<file path="config.mk">
export PLATFORM = sky130hd
export DESIGN_NAME = flr_ctrl
export DESIGN_NICKNAME = d
export VERILOG_FILES = /design/src/rtl/flr_pkg.sv /design/src/rtl/flr_seq.sv /design/src/rtl/flr_req_gate.sv /design/src/rtl/flr_regfile.sv /design/src/rtl/flr_ctrl.sv
export SDC_FILE = /design/constraint.sdc
export NUM_CORES = 1
export LEC_CHECK = 0
export ABC_AREA = 1
export BUFFER_PORTS_ARGS = -buffer_cell sky130_fd_sc_hd__buf_4
export CAP_MARGIN = 10
export CORE_MARGIN = 3
export CORE_UTILIZATION = 40
export CTS_CLUSTER_SIZE = 12
export DETAILED_ROUTE_END_ITERATION = 10
export PLACE_DENSITY = 0.67
export SYNTH_ARGS = -nofsm -noshare
export SYNTH_HDL_FRONTEND = slang
export SYNTH_SLANG_ARGS = --single-unit
</file>
<file path="constraint.sdc">
create_clock -name clk -period 1.8 [get_ports clk]
set_input_delay 0.09 -clock clk [delete_from_list [all_inputs] [get_ports clk]]
set_output_delay 0.09 -clock clk [all_outputs]
set_load 0.01 [all_outputs]
</file>
<file path="src/rtl/flr_pkg.sv">
package flr_pkg;

  typedef enum logic [1:0] {
    ST_IDLE      = 2'd0,
    ST_RESETTING = 2'd1,
    ST_DONE      = 2'd2
  } flr_state_e;

  // Default contents of function register idx (truncated by the caller).
  function automatic logic [31:0] fn_reg_default(input int unsigned idx);
    return 32'h5A + idx * 32'h11;
  endfunction

  // True when addr selects a function register (addresses 1..num_regs).
  function automatic logic fn_in_window(input int unsigned addr, input int unsigned num_regs);
    return (addr >= 1) && (addr <= num_regs);
  endfunction

endpackage

</file>
<file path="src/rtl/flr_seq.sv">
module flr_seq
  import flr_pkg::*;
#(
  parameter int HOLD_CYCLES = 6
) (
  input  logic       clk,
  input  logic       rst_n,
  input  logic       start_req,
  output flr_state_e state,
  output logic       core_rst,
  output logic       busy
);
  localparam int CW = (HOLD_CYCLES > 1) ? $clog2(HOLD_CYCLES) : 1;
  localparam logic [CW-1:0] LAST = CW'(HOLD_CYCLES - 1);

  flr_state_e    state_q;
  logic [CW-1:0] hold_cnt;

  always_ff @(posedge clk) begin
    if (!rst_n) begin
      state_q  <= ST_IDLE;
      hold_cnt <= '0;
    end else begin
      unique case (state_q)
        ST_IDLE: begin
          if (start_req) begin
            state_q  <= ST_RESETTING;
            hold_cnt <= '0;
          end
        end
        ST_RESETTING: begin
          if (hold_cnt == LAST) state_q <= ST_DONE;
          else hold_cnt <= hold_cnt + 1'b1;
        end
        ST_DONE: state_q <= ST_IDLE;
        default: state_q <= ST_IDLE;
      endcase
    end
  end

  assign state    = state_q;
  assign core_rst = (state_q == ST_RESETTING);
  assign busy     = (state_q != ST_IDLE);

  assert_start_R1: assert property (@(posedge clk) disable iff (!rst_n)
    (state_q == ST_IDLE && start_req) |=> (state_q == ST_RESETTING && hold_cnt == '0));

  assert_hold_len_R2: assert property (@(posedge clk) disable iff (!rst_n)
    (state_q == ST_RESETTING && hold_cnt == LAST) |=> (state_q == ST_DONE));

  assert_release_first_R3: assert property (@(posedge clk) disable iff (!rst_n)
    $fell(core_rst) |-> busy);

  assert_done_one_cycle_R3: assert property (@(posedge clk) disable iff (!rst_n)
    (state_q == ST_DONE) |=> (state_q == ST_IDLE));

  assert_no_restart_R9: assert property (@(posedge clk) disable iff (!rst_n)
    (state_q != ST_IDLE) |=> !(state_q == ST_RESETTING && hold_cnt == '0));

endmodule

</file>
<file path="src/rtl/flr_req_gate.sv">
module flr_req_gate (
  input  logic clk,
  input  logic rst_n,
  input  logic blocked,
  input  logic req_valid,
  input  logic cpl_valid,
  output logic req_claim,
  output logic req_abort,
  output logic cpl_accept
);
  always_comb begin
    req_claim  = 1'b0;
    req_abort  = 1'b0;
    if (req_valid) begin
      if (blocked) req_abort = 1'b1;
      else         req_claim = 1'b1;
    end
    cpl_accept = cpl_valid;
  end

  assert_blocked_no_claim_R4: assert property (@(posedge clk) disable iff (!rst_n)
    blocked |-> !req_claim);

  assert_abort_needs_req_R4: assert property (@(posedge clk) disable iff (!rst_n)
    req_abort |-> (req_valid && blocked));

  assert_open_claims_R5: assert property (@(posedge clk) disable iff (!rst_n)
    (req_valid && !blocked) |-> (req_claim && !req_abort));

  assert_cpl_always_R6: assert property (@(posedge clk) disable iff (!rst_n)
    cpl_valid |-> cpl_accept);

endmodule

</file>
<file path="src/rtl/flr_regfile.sv">
module flr_regfile
  import flr_pkg::*;
#(
  parameter int                    NUM_REGS    = 4,
  parameter int                    REG_W       = 8,
  parameter logic [NUM_REGS-1:0]   EXEMPT_MASK = '0,
  localparam int                   IW          = (NUM_REGS > 1) ? $clog2(NUM_REGS) : 1
) (
  input  logic                            clk,
  input  logic                            rst_n,
  input  logic                            core_rst,
  input  logic                            wr_en,
  input  logic [IW-1:0]                   wr_idx,
  input  logic [REG_W-1:0]                wr_data,
  output logic [NUM_REGS-1:0][REG_W-1:0]  regs_q
);
  for (genvar g = 0; g < NUM_REGS; g++) begin : g_reg
    localparam logic [REG_W-1:0] DEF = REG_W'(fn_reg_default(g));
    localparam bit KEEP = EXEMPT_MASK[g];

    always_ff @(posedge clk) begin
      if (!rst_n)                              regs_q[g] <= DEF;
      else if (core_rst && !KEEP)              regs_q[g] <= DEF;
      else if (wr_en && wr_idx == IW'(g))      regs_q[g] <= wr_data;
    end

    if (KEEP) begin : g_keep
      assert_exempt_kept_R8: assert property (@(posedge clk) disable iff (!rst_n)
        core_rst |=> $stable(regs_q[g]));
    end else begin : g_clear
      assert_cleared_R7: assert property (@(posedge clk) disable iff (!rst_n)
        core_rst |=> (regs_q[g] == DEF));
    end
  end

endmodule

</file>
<file path="src/rtl/flr_ctrl.sv">
module flr_ctrl
  import flr_pkg::*;
#(
  parameter int                  NUM_REGS    = 4,
  parameter int                  REG_W       = 8,
  parameter int                  HOLD_CYCLES = 6,
  parameter logic [NUM_REGS-1:0] EXEMPT_MASK = 4'b0101,
  localparam int                 ADDR_W      = $clog2(NUM_REGS + 1)
) (
  input  logic              clk,
  input  logic              rst_n,
  input  logic              reg_wr_en,
  input  logic [ADDR_W-1:0] reg_addr,
  input  logic [REG_W-1:0]  reg_wdata,
  output logic [REG_W-1:0]  reg_rdata,
  input  logic              req_valid,
  output logic              req_claim,
  output logic              req_abort,
  input  logic              cpl_valid,
  output logic              cpl_accept,
  output logic              core_rst
);
  localparam int IW = (NUM_REGS > 1) ? $clog2(NUM_REGS) : 1;

  flr_state_e                      state;
  logic                            busy;
  logic                            wr_ok;
  logic                            start_req;
  logic                            fn_hit;
  logic                            fn_wr;
  logic [IW-1:0]                   fn_idx;
  logic [NUM_REGS-1:0][REG_W-1:0]  regs_q;

  // Named decode events
  assign wr_ok     = reg_wr_en && !busy;
  assign fn_hit    = fn_in_window(32'(reg_addr), NUM_REGS);
  assign fn_idx    = IW'(reg_addr - ADDR_W'(1));
  assign start_req = wr_ok && (reg_addr == '0) && reg_wdata[0];
  assign fn_wr     = wr_ok && fn_hit;

  flr_seq #(.HOLD_CYCLES(HOLD_CYCLES)) u_seq (
    .clk      (clk),
    .rst_n    (rst_n),
    .start_req(start_req),
    .state    (state),
    .core_rst (core_rst),
    .busy     (busy)
  );

  flr_req_gate u_gate (
    .clk       (clk),
    .rst_n     (rst_n),
    .blocked   (busy),
    .req_valid (req_valid),
    .cpl_valid (cpl_valid),
    .req_claim (req_claim),
    .req_abort (req_abort),
    .cpl_accept(cpl_accept)
  );

  flr_regfile #(
    .NUM_REGS   (NUM_REGS),
    .REG_W      (REG_W),
    .EXEMPT_MASK(EXEMPT_MASK)
  ) u_regs (
    .clk     (clk),
    .rst_n   (rst_n),
    .core_rst(core_rst),
    .wr_en   (fn_wr),
    .wr_idx  (fn_idx),
    .wr_data (reg_wdata),
    .regs_q  (regs_q)
  );

  always_comb begin
    reg_rdata = '0;
    if (reg_addr == '0) reg_rdata[0] = busy;
    else if (fn_hit)    reg_rdata    = regs_q[fn_idx];
  end

  assert_busy_drops_writes_R10: assert property (@(posedge clk) disable iff (!rst_n)
    busy |-> !fn_wr);

  assert_bit_reads_busy_R12: assert property (@(posedge clk) disable iff (!rst_n)
    (reg_addr == '0) |-> (reg_rdata[REG_W-1:1] == '0));

  assert_done_blocks_R3: assert property (@(posedge clk) disable iff (!rst_n)
    (state == ST_DONE) |-> (!core_rst && reg_addr != '0 || reg_rdata[0] || reg_addr != '0));

endmodule

</file>
==> impl_summary.log <==
[metrics] outcome: finished, final reports clean
[metrics] proportion of layout cells with a drive suffix above 1: 17.6%
[metrics] total detailed-routing wirelength: 4780 um
[metrics] post-DR vias/cell: 4.91
[metrics] library cell contributing the largest single delay on the critical path: ha_1
[metrics] setup repair after global routing missed its margin: false
[metrics] Critical Path Fanout Max: 7
[metrics] die outline width: 76.4 um
[metrics] kind of start point of the critical path: input port
[metrics] clock tree from TritonCTS: built
[metrics] final total negative setup slack: 0 ps
[metrics] clock insertion delay at the later pin of the skew report: 280 ps
[metrics] first-pass GRT wire length: between 8000 and 9000 um
[metrics] clk root buf: clkbuf_8
[metrics] maximum number of pins on one net before global-route repair: 21
[metrics] CP Class: input port to output pin
[metrics] number of iterations in the first detailed-routing pass: 5
[metrics] CP Data Arrival Time: between 1000 and 1500 ps
[metrics] number of cells in the finished layout apart from fillers: 377
[metrics] setup violation total in the final timing report: 0
[metrics] die boundary height: 76.4 um
[metrics] Port Buffer Count: 25
[metrics] initial antenna violation count: 0
[metrics] clock transition at the registers of the reported paths: about 80 ps
[metrics] detailed-route DRC error count: 0
[metrics] commonest cells after routing, fill and taps aside: 62 x nand2_1, 46 x nor2_1, 37 x dfxtp_1
[metrics] Post-CTS Repair Setup Buffers: 0
[metrics] Synthesized Nets: 307
[metrics] most frequent standard cell in the layout excluding fill and tap cells: nand2_1
[metrics] final weighted congestion in routability-driven placement: 0.821
[metrics] type of the most critical hold path: input port to register
[metrics] Congestion Overflow GR: 0
[metrics] count of H-tree levels built during CTS: 2
[metrics] number of top-level design ports: 28
[metrics] IR Drop Worst-Case VDD: 0.711 mV
[metrics] origin of the critical flop-to-flop path: u_seq.state[1]
[metrics] number of max-cap violations: 0
[metrics] synthesis-to-finish area growth: 16.5%
[metrics] first-iteration detailed-routing DRC count: 151
[metrics] DRT antenna net count: 0
[metrics] row cnt: 24
[metrics] Netlist Area Pre-Place: 1980 sq um
[metrics] worst-case clock buffer depth: 2
[metrics] number of antenna cells inserted: 0
[metrics] number of global-route vias before repair: 1637
[metrics] worst r2r path cells: 6
[metrics] number of clock buffers inserted by TritonCTS: 5
[metrics] Detailed Place HPWL: ~3300 um
[metrics] clock sinks: 37
[metrics] distinct cell type count of the synthesized netlist: 27
[metrics] portion of the clock cycle consumed by the worst path in the final layout: 83.8%
[metrics] DR vias: 1850
[metrics] most used cell along the critical path: buf_4
[metrics] number of standard cells after synthesis: 285
[metrics] Max Slew Vio Count: 0
[metrics] final setup skew: 5.65 ps
[metrics] initial core utilization: 43.4%
[metrics] mean routed wirelength per cell: around 13 um
[metrics] share of synthesized area occupied by flip-flops and latches: a little under two fifths
[metrics] die footprint: 5830 sq um
[metrics] reg-to-reg critical path endpoint: u_regs.regs_q[1]
[metrics] total global routing track utilization: between 15 and 20%
[metrics] worst slew pin tran: around 390 ps
[metrics] Critical path destination: reg_rdata[2]
[metrics] Required @ worst endpoint: 1710 ps
[metrics] hold-fix buffer count after cts: 0
[metrics] mean cell area of the mapped netlist: 6.95 sq um
[metrics] sort of element at the end of the critical path: output pin
[metrics] Seq cells post-synth: 37
[metrics] Gates resized, CTS repair: 0
[metrics] area of the core: 4560 sq um
[metrics] source of the critical timing path: reg_addr[0]
[metrics] worst reg-to-reg setup slack: 420 ps
[metrics] final layout net count: 333
[metrics] total of warnings raised by yosys: 0
[metrics] Leak Pwr: 1.16 nW
[metrics] Final Critical Period: 1510 ps
[metrics] largest stage delay on the critical path: 360 ps
[metrics] post-placement cell count: 369
[metrics] hold violation count in the final report: 0
[metrics] worst relative slew slack: 74.1%
[metrics] cell area power density: 841 nW/um^2
[metrics] timing-limited maximum frequency: 0.663 GHz
[metrics] Cell Chain, Critical Path: buf_4, clkinv_1, ha_1, buf_4, nor2_1, o21ai_0, a21oi_1, buf_4
registers in the layout (all words and copies together) (netlist names):
register        flops
u_regs.regs_q      32
u_seq.state         2
u_seq.hold_cnt      3
final cells by class:
| class | instances | area (sq um) |
|---|---|---|
| tap | 65 | 81.3 |
| multi-input combinational | 202 | 1000 |
| inverter | 32 | 120 |
| clock buffer | 7 | 86.3 |
| fill | 470 | 2260 |
| sequential | 37 | 741 |
| clock inverter | 1 | 30.0 |
| timing repair buffer | 33 | 248 |
kinds of logic after synthesis:
kind of cell,Yosys count,share of synthesized area (%)
fa+ha+maj,6,3.79
flops,37,37.4
xor+xnor,1,0.442
simple gates,158,36.5
buf+inv,46,12.1
compound gates,37,9.79
metal layers:
metal / GRT usage [%] / part of all wire [%]
met5: 0 / 0
met4: 5.80 / 1.9
met3: 4.73 / 8.0
met2: 25.4 / 42
met1: 23.9 / 48
cells in the mapped netlist:
cell type / instances / area [sq um]
o211ai_1: 2 / 15.0
nand2_2: 2 / 12.5
buf_6: 4 / 45.0
buf_2: 3 / 15.0
nand2_1: 62 / 233
dfxtp_1: 37 / 741
o21ai_0: 16 / 80.1
nand4_2: 2 / 25.0
nor2_8: 1 / 20.0
inv_2: 2 / 7.51
xnor2_1: 1 / 8.76
a21oi_2: 1 / 8.76
nand2_4: 2 / 22.5
clkbuf_1: 2 / 7.51
buf_4: 3 / 22.5
clkinv_1: 1 / 3.75
nand3_2: 1 / 10.0
nor2_4: 2 / 22.5
buf_8: 1 / 15.0
nor2_2: 2 / 12.5
clkbuf_8: 1 / 13.8
nand4_1: 2 / 12.5
a21oi_1: 18 / 90.1
nor2_1: 46 / 173
nand3_1: 36 / 180
inv_1: 29 / 109
ha_1: 6 / 75.1
per-stage QoR:
stage               setup slack, ps  utilization (%)  power (mW)  instance area [sq um]  hold WS (ps)
floorplan                       129                -        1.10                   1980           221
finish                          292             50.5        1.94                   2310          64.5
CTS                             264             50.5        1.95                   2310          63.3
global placement                311             48.0        1.21                   2190           180
global route                    164             50.5        2.03                   2310          64.8
detailed placement              301             48.0        1.21                   2190           180
power by group:
| group | total (mW) | leakage [nW] | internal [mW] | switching (mW) |
|---|---|---|---|---|
| Combinational | 0.331 | 0.797 | 0.129 | 0.201 |
| Clock | 0.745 | 0.0585 | 0.452 | 0.293 |
| Sequential | 0.865 | 0.301 | 0.851 | 0.0145 |
| Total | 1.94 | 1.16 | 1.43 | 0.509 |
worst max-delay path, delay by kind of cell:
family | cells | cell delay [ps]
simple gates | 1 | 120
fa+ha+maj | 1 | 360
compound gates | 2 | 310
buf+inv | 4 | 530
worst min-delay path by stage:
| stage | startpoint | to | slack (ps) | depth (start not counted) |
|---|---|---|---|---|
| 2_1_floorplan | reg_wdata[7] | u_regs.regs_q[31] | 220 | 2 |
| 3_3_place_gp | cpl_valid | cpl_accept | 180 | 0 |
| 3_5_place_dp | cpl_valid | cpl_accept | 180 | 0 |
| 4_1_cts | reg_wdata[4] | u_regs.regs_q[20] | 60 | 3 |
| 5_1_grt | reg_wdata[4] | u_regs.regs_q[28] | 60 | 3 |
| 6_report | reg_wdata[4] | u_regs.regs_q[28] | 60 | 3 |
No activity file was read; power rests on OpenSTA's default activity.
